**src/rtl/sat_pkg.sv**
```systemverilog
package sat_pkg;
  typedef enum logic [1:0] {ST_IDLE, ST_DLY, ST_SHIFT} sat_st_e;

  localparam int CFG_W = 32;
  localparam int FL_W  = 7;
  localparam int WL_W  = 6;

  function automatic logic [WL_W-1:0] wlen(input logic [2:0] code);
    case (code)
      3'd0:    return 6'd8;
      3'd1:    return 6'd12;
      3'd2:    return 6'd16;
      3'd3:    return 6'd20;
      3'd4:    return 6'd24;
      default: return 6'd32;
    endcase
  endfunction
endpackage

```
**src/rtl/sat_edge.sv**
```systemverilog
module sat_edge (
  input  logic clk_i,
  input  logic rst_ni,
  input  logic bclk_i,
  input  logic fs_i,
  input  logic clk_pol_i,
  input  logic fs_pol_i,
  output logic tick_o,
  output logic fs_act_o
);
  logic b1_q, b2_q, f1_q;

  always_ff @(posedge clk_i or negedge rst_ni) begin
    if (!rst_ni) begin
      b1_q <= 1'b0;
      b2_q <= 1'b0;
      f1_q <= 1'b0;
    end else begin
      b1_q <= bclk_i;
      b2_q <= b1_q;
      f1_q <= fs_i;
    end
  end

  assign tick_o   = clk_pol_i ? (b1_q & ~b2_q) : (~b1_q & b2_q);
  assign fs_act_o = f1_q ^ fs_pol_i;
endmodule

```
**src/rtl/sat_hold.sv**
```systemverilog
module sat_hold #(
  parameter int DW = 32
) (
  input  logic          clk_i,
  input  logic          rst_ni,
  input  logic          wr_i,
  input  logic [DW-1:0] data_i,
  output logic [DW-1:0] hold_o
);
  // never cleared on load: an underrun resends the last word
  always_ff @(posedge clk_i or negedge rst_ni) begin
    if (!rst_ni)   hold_o <= '0;
    else if (wr_i) hold_o <= data_i;
  end
endmodule

```
**src/rtl/sat_seq.sv**
```systemverilog
module sat_seq
  import sat_pkg::*;
#(
  parameter int DW = 32
) (
  input  logic            clk_i,
  input  logic            rst_ni,
  input  logic            en_i,
  input  logic            tick_i,
  input  logic            fs_act_i,
  input  logic [2:0]      wc1_i,
  input  logic [FL_W-1:0] fl1_i,
  input  logic [2:0]      wc2_i,
  input  logic [FL_W-1:0] fl2_i,
  input  logic            dual_i,
  input  logic [1:0]      dly_i,
  input  logic            ign_i,
  input  logic [DW-1:0]   hold_i,
  output logic            sd_o,
  output logic            ld_o,
  output logic            err_o
);
  sat_st_e         st_q;
  logic [1:0]      dcnt_q;
  logic            ph_q;
  logic [FL_W-1:0] wcnt_q;
  logic [WL_W-1:0] bidx_q;
  logic [DW-1:0]   sh_q;
  logic            fs_prev_q;

  logic [WL_W-1:0] wl1, wl2, wl_cur, wl_ld;
  logic [FL_W-1:0] fl_cur;
  logic fs_edge, busy, last_bit, last_word, last_phase, frame_end, restart;

  assign wl1        = wlen(wc1_i);
  assign wl2        = wlen(wc2_i);
  assign wl_cur     = ph_q ? wl2 : wl1;
  assign fl_cur     = ph_q ? fl2_i : fl1_i;
  assign fs_edge    = tick_i & fs_act_i & ~fs_prev_q;
  assign busy       = (st_q != ST_IDLE);
  assign last_bit   = (bidx_q == '0);
  assign last_word  = (wcnt_q == fl_cur);
  assign last_phase = ~dual_i | ph_q;
  assign frame_end  = (st_q == ST_SHIFT) & last_bit & last_word & last_phase;
  assign restart    = fs_edge & (~busy | frame_end | ~ign_i);

  always_comb begin
    if (restart)                               wl_ld = wl1;
    else if (st_q == ST_SHIFT && last_word)    wl_ld = wl2;
    else                                       wl_ld = wl_cur;
  end

  always_ff @(posedge clk_i or negedge rst_ni) begin
    if (!rst_ni) begin
      st_q      <= ST_IDLE;
      dcnt_q    <= '0;
      ph_q      <= 1'b0;
      wcnt_q    <= '0;
      bidx_q    <= '0;
      sh_q      <= '0;
      fs_prev_q <= 1'b0;
      sd_o      <= 1'b0;
      ld_o      <= 1'b0;
      err_o     <= 1'b0;
    end else if (!en_i) begin
      st_q      <= ST_IDLE;
      fs_prev_q <= 1'b0;
      sd_o      <= 1'b0;
      ld_o      <= 1'b0;
      err_o     <= 1'b0;
    end else begin
      ld_o <= 1'b0;
      if (tick_i) begin
        fs_prev_q <= fs_act_i;
        if (restart) begin
          if (busy && !frame_end) err_o <= 1'b1;
          ph_q   <= 1'b0;
          wcnt_q <= '0;
          if (dly_i == 2'd0) begin
            st_q   <= ST_SHIFT;
            sh_q   <= hold_i;
            bidx_q <= wl_ld - 6'd1;
            sd_o   <= hold_i[wl_ld-6'd1];
            ld_o   <= 1'b1;
          end else begin
            st_q   <= ST_DLY;
            dcnt_q <= dly_i - 2'd1;
            sd_o   <= 1'b0;
          end
        end else begin
          case (st_q)
            ST_IDLE: sd_o <= 1'b0;
            ST_DLY: begin
              if (dcnt_q == 2'd0) begin
                st_q   <= ST_SHIFT;
                sh_q   <= hold_i;
                bidx_q <= wl_ld - 6'd1;
                sd_o   <= hold_i[wl_ld-6'd1];
                ld_o   <= 1'b1;
              end else begin
                dcnt_q <= dcnt_q - 2'd1;
              end
            end
            default: begin
              if (!last_bit) begin
                bidx_q <= bidx_q - 6'd1;
                sd_o   <= sh_q[bidx_q-6'd1];
              end else if (!last_phase || !last_word) begin
                if (last_word) begin
                  ph_q   <= 1'b1;
                  wcnt_q <= '0;
                end else begin
                  wcnt_q <= wcnt_q + 7'd1;
                end
                sh_q   <= hold_i;
                bidx_q <= wl_ld - 6'd1;
                sd_o   <= hold_i[wl_ld-6'd1];
                ld_o   <= 1'b1;
              end else begin
                st_q <= ST_IDLE;
                sd_o <= 1'b0;
              end
            end
          endcase
        end
      end
    end
  end
endmodule

```
**src/rtl/sat_tx.sv**
```systemverilog
module sat_tx
  import sat_pkg::*;
#(
  parameter int DW = 32  // must hold the longest word (32 bits)
) (
  input  logic          clk_i,
  input  logic          rst_ni,
  input  logic          tx_en_i,
  input  logic [31:0]   cfg_i,
  input  logic          clk_pol_i,
  input  logic          fs_pol_i,
  input  logic [DW-1:0] data_i,
  input  logic          wr_i,
  input  logic          bclk_i,
  input  logic          fs_i,
  output logic          sd_o,
  output logic          rdy_o,
  output logic          sync_err_o
);
  logic          tick, fs_act;
  logic [DW-1:0] hold;

  sat_edge u_edge (
    .clk_i    (clk_i),
    .rst_ni   (rst_ni),
    .bclk_i   (bclk_i),
    .fs_i     (fs_i),
    .clk_pol_i(clk_pol_i),
    .fs_pol_i (fs_pol_i),
    .tick_o   (tick),
    .fs_act_o (fs_act)
  );

  sat_hold #(.DW(DW)) u_hold (
    .clk_i (clk_i),
    .rst_ni(rst_ni),
    .wr_i  (wr_i),
    .data_i(data_i),
    .hold_o(hold)
  );

  sat_seq #(.DW(DW)) u_seq (
    .clk_i   (clk_i),
    .rst_ni  (rst_ni),
    .en_i    (tx_en_i),
    .tick_i  (tick),
    .fs_act_i(fs_act),
    .wc1_i   (cfg_i[7:5]),
    .fl1_i   (cfg_i[14:8]),
    .wc2_i   (cfg_i[23:21]),
    .fl2_i   (cfg_i[30:24]),
    .dual_i  (cfg_i[31]),
    .dly_i   (cfg_i[17:16]),
    .ign_i   (cfg_i[18]),
    .hold_i  (hold),
    .sd_o    (sd_o),
    .ld_o    (rdy_o),
    .err_o   (sync_err_o)
  );
endmodule

```
**config.mk**
```make
export PLATFORM = sky130hd
export DESIGN_NAME = sat_tx
export DESIGN_NICKNAME = d
export VERILOG_FILES = /design/src/rtl/sat_pkg.sv /design/src/rtl/sat_edge.sv /design/src/rtl/sat_hold.sv /design/src/rtl/sat_seq.sv /design/src/rtl/sat_tx.sv
export SDC_FILE = /design/constraint.sdc
export NUM_CORES = 1
export LEC_CHECK = 0
export ABC_AREA = 1
export ABC_CLOCK_PERIOD_IN_PS = 2800
export BUFFER_PORTS_ARGS = -buffer_cell sky130_fd_sc_hd__buf_4
export CORE_ASPECT_RATIO = 0.9
export CORE_MARGIN = 1
export CORE_UTILIZATION = 30
export DETAILED_ROUTE_END_ITERATION = 6
export SYNTH_ARGS = -nofsm -noshare
export SYNTH_HDL_FRONTEND = slang
export SYNTH_HIERARCHICAL = 1
export SYNTH_SLANG_ARGS = --single-unit
```
**constraint.sdc**
```tcl
create_clock -name clk_i -period 2.8 [get_ports clk_i]
set_clock_uncertainty 0.15 [all_clocks]
set_input_delay 0.84 -clock clk_i [delete_from_list [all_inputs] [get_ports clk_i]]
set_output_delay 0.84 -clock clk_i [all_outputs]
set_load 0.05 [all_outputs]
```
==> metrics.md <==
| Metric | Value |
|---|---|
| Number of vias per cell | `approximately 4.5` |
| Multiplexer share of the synthesized area | `0%` |
| Simple-gate share of the synthesized area | `between 30% and 40%` |
| Compound-gate portion of the synthesized area | `9.08%` |
| Post-Synth Adder-Cell Area | `between 1 and 1.5%` |
| Row count | `between 40 and 50` |
| Final wirelength | `about 11,000 um` |
| Leak | `approximately 0.0033 uW` |
| Post-layout min period | `between 2 and 3 ns` |
| Clock-pin slew on the worst setup and hold paths | `approximately 0.07 ns` |
| Die width | `137 um` |
| Relative slew slack | `61.7%` |
| First-pass GRT wire length | `between 15,000 and 20,000 um` |
| Critical Path Sink Type | `register` |
| R2r setup slk | `~0.13 ns` |
| Overflow after GRT | `0` |
| Worst Hold Class | `reg -> reg` |
| Worst reg2reg path endpoint | `u_seq/sd_o` |
| Initial DRC Count | `~180` |
| Unrepaired setup endpoints after global routing | `yes` |
| PwrDens | `between 700 and 800 nW/um^2` |
| WL per Instance | `12.2 um` |
| CP Max Fanout | `6` |
| DR vias | `around 4,200` |
| Synth Register Bits | `89` |
| TritonRoute pass-1 iters | `4` |
| Netlist cell types | `42` |
| Final core occ | `about two fifths` |
| Synth Cell Area | `approximately 5000 sq um` |
| Final hold violation count | `0` |
| Clock Path Buffers | `2` |
| Commonest non-fill, non-tap cell in the layout | `nand2_1` |
| WHS Path Cells | `0` |
| Post-route DRC violation count | `0` |
| Post-Syn Instances | `640` |
| Starting Density | `between 30 and 40%` |
| CTS tree | `built` |
| Total GRT Usage | `between 10 and 15%` |
| Synth-to-Final Area Change | `27.9%` |
| Critical Path AT | `2.76 ns` |
| Post-Synth XOR/XNOR Area | `less than 1%` |
| PortBufs | `66` |
| Setup violations, final | `0` |
| VDD IR max | `~0.34 mV` |
| WHS | `~0.26 ns` |
| Post-synthesis sequential area ratio | `between 40% and 50%` |
| Fmax | `375 MHz` |
| Floorplan die height | `123 um` |
| Worst r2r src | `u_seq/ph_q` |
| Period utilization | `a little over nine tenths` |
| Core area | `~16,000 sq um` |
| Largest family of logic cells by synthesized area | `simple AND/OR/NAND/NOR gates` |
| Vias in the first global route | `between 3,000 and 4,000` |
| CTS buffer count | `9` |
| Final Wtd Congestion | `around 0.8` |
| Worst Tran Pin Value | `around 0.58 ns` |
| Required time worst endpoint | `around 2.9 ns` |
| Most frequent cells in the layout | `270 x nand2_1, 97 x buf_4, 89 x dfrtp_1` |
| CP startpoint | `u_seq/ph_q` |
| TritonCTS Sinks | `between 80 and 90` |
| Antenna violations before repair | `0` |
| End point of the critical path | `u_seq/sd_o` |
| I/O pin count | `between 70 and 80` |
| Avg Inst Size Synth | `7.65 sq um` |
| Die Footprint | `approximately 17,000 sq um` |
| Nets | `a little over 800` |
| Outcome | `finished, final reports clean` |
| Root Driver | `clkbuf_16` |
| Largest net degree at the start of global routing | `44` |
| Max cap viols | `0` |
| Net Count, Synth | `716` |
| Dpl hpwl | `slightly above 8000 um` |
| R2R depth | `22` |
| H-tree depth | `3` |
| Max Slew Vio Count | `0` |
| Crit path kind | `reg -> reg` |
| Layout cell share with drive strength beyond 1 | `between 20 and 30%` |
| Skew-Pair Late Insertion Delay | `roughly 0.35 ns` |
| Antenna diodes | `0` |
| Final antenna-violating net count | `0` |
| Critical Path Start Type | `register` |
| Ys Warns | `6` |
Yosys cell counts, drive strengths merged:
| cell | count | area share [%] |
|---|---|---|
| a211oi | 1 | 0.15 |
| a31oi | 1 | 0.13 |
| nand3b | 2 | 0.31 |
| nor3b | 2 | 0.41 |
| nand3 | 40 | 5.0 |
| nand4 | 3 | 0.69 |
| nor2 | 21 | 1.9 |
| xnor2 | 1 | 0.18 |
| o211ai | 3 | 0.46 |
| dfrtp | 89 | 46 |
| a31o | 1 | 0.18 |
| a22oi | 5 | 0.77 |
| a21oi | 28 | 2.9 |
| ha | 4 | 1.0 |
| inv | 61 | 5.0 |
| buf | 14 | 3.0 |
| xor2 | 3 | 0.54 |
| o22ai | 1 | 0.13 |
| o311ai | 5 | 0.89 |
| nand2 | 309 | 25 |
| o21ai | 31 | 3.3 |
| clkbuf | 8 | 1.2 |
| o2111ai | 1 | 0.18 |
| nor3 | 5 | 0.51 |
| and2 | 1 | 0.18 |
area by class of cell:
type	count	area, sq um
inverter	61	260
clock buffer	10	239
multi-input combinational	468	2400
sequential	89	2230
tap	202	253
timing repair buffer	104	828
fill	1644	9400
clock inverter	6	50.0
critical path, stage by stage, from the launching register on:
cell	delay [ns]
dfrtp_1	0.41
buf_6	0.16
buf_6	0.10
nand2_4	0.04
nand2_1	0.05
nand2_1	0.05
nand2_2	0.07
nand2_2	0.06
nor2_4	0.14
and2_4	0.17
nand2_4	0.06
nand2_4	0.08
a21oi_4	0.05
a31oi_4	0.15
inv_2	0.06
ha_4	0.29
inv_4	0.04
nand3_2	0.05
nand3_2	0.11
nand3_2	0.07
nand2_1	0.06
nand3_2	0.07
nand2_1	0.05
metal layers:
| layer | up-vias | track usage [%] | part of all wire, % |
|---|---|---|---|
| li1 | 2206 | - | - |
| met1 | 1911 | 20.5 | 50 |
| met2 | 66 | 23.2 | 45 |
| met3 | 8 | 3.81 | 4.2 |
| met4 | 0 | 4.17 | 0.91 |
| met5 | - | 0 | 0 |
metrics by stage:
stage | power, uW | worst slack, ns | instance area (sq um) | setup TNS [ns] | instances
after global placement | 3340 | -0.241 | 5730 | -4.50 | 919
after CTS | 4570 | 0.0807 | 6020 | 0 | 935
after floorplan | 2870 | 0.00354 | 4930 | 0 | 640
after detailed placement | 3360 | -0.248 | 5730 | -5.21 | 919
final | 4620 | 0.131 | 6260 | 0 | 940
after global routing | 5000 | -0.0646 | 6260 | -0.0835 | 940
where the power goes:
group / internal [uW] / switching [uW] / total [uW] / leakage [uW]
Clock: 637 / 545 / 1180 / 0.000141
Sequential: 1590 / 201 / 1790 / 0.00111
Combinational: 673 / 976 / 1650 / 0.00204
cell families (layout without fill, tap and decap cells):
family	Yosys count	after routing
fa+ha+maj	4	4
compound gates	77	77
xor+xnor	4	4
simple gates	383	383
buf+inv	83	181
flops	89	89
sequential cells by signal, summed over array words and instances (netlist names):
signal,cells
u_edge/b2_q,1
u_seq/wcnt_q,7
u_seq/sd_o,1
u_seq/bidx_q,6
u_edge/b1_q,1
u_seq/st_q,2
u_hold/hold_o,32
u_seq/err_o,1
u_seq/fs_prev_q,1
u_seq/ph_q,1
u_seq/ld_o,1
u_edge/f1_q,1
u_seq/sh_q,32
u_seq/dcnt_q,2
worst min path at each step:
stage | from | endpoint
after global placement | u_edge/b1_q | u_edge/b2_q
after CTS | u_edge/b1_q | u_edge/b2_q
after detailed placement | u_edge/b1_q | u_edge/b2_q
after global routing | u_edge/b1_q | u_edge/b2_q
after floorplan | u_edge/b1_q | u_edge/b2_q
final | u_edge/b1_q | u_edge/b2_q
repair_timing:
action / CTS / global route
gates resized for setup: 0 / 57
endpoints found under the hold margin: 0 / 0
hold buffers: 0 / 0
endpoints found under the setup margin: 0 / 27
buffers inserted: 0 / 5
No activity file was read; power rests on OpenSTA's default activity.
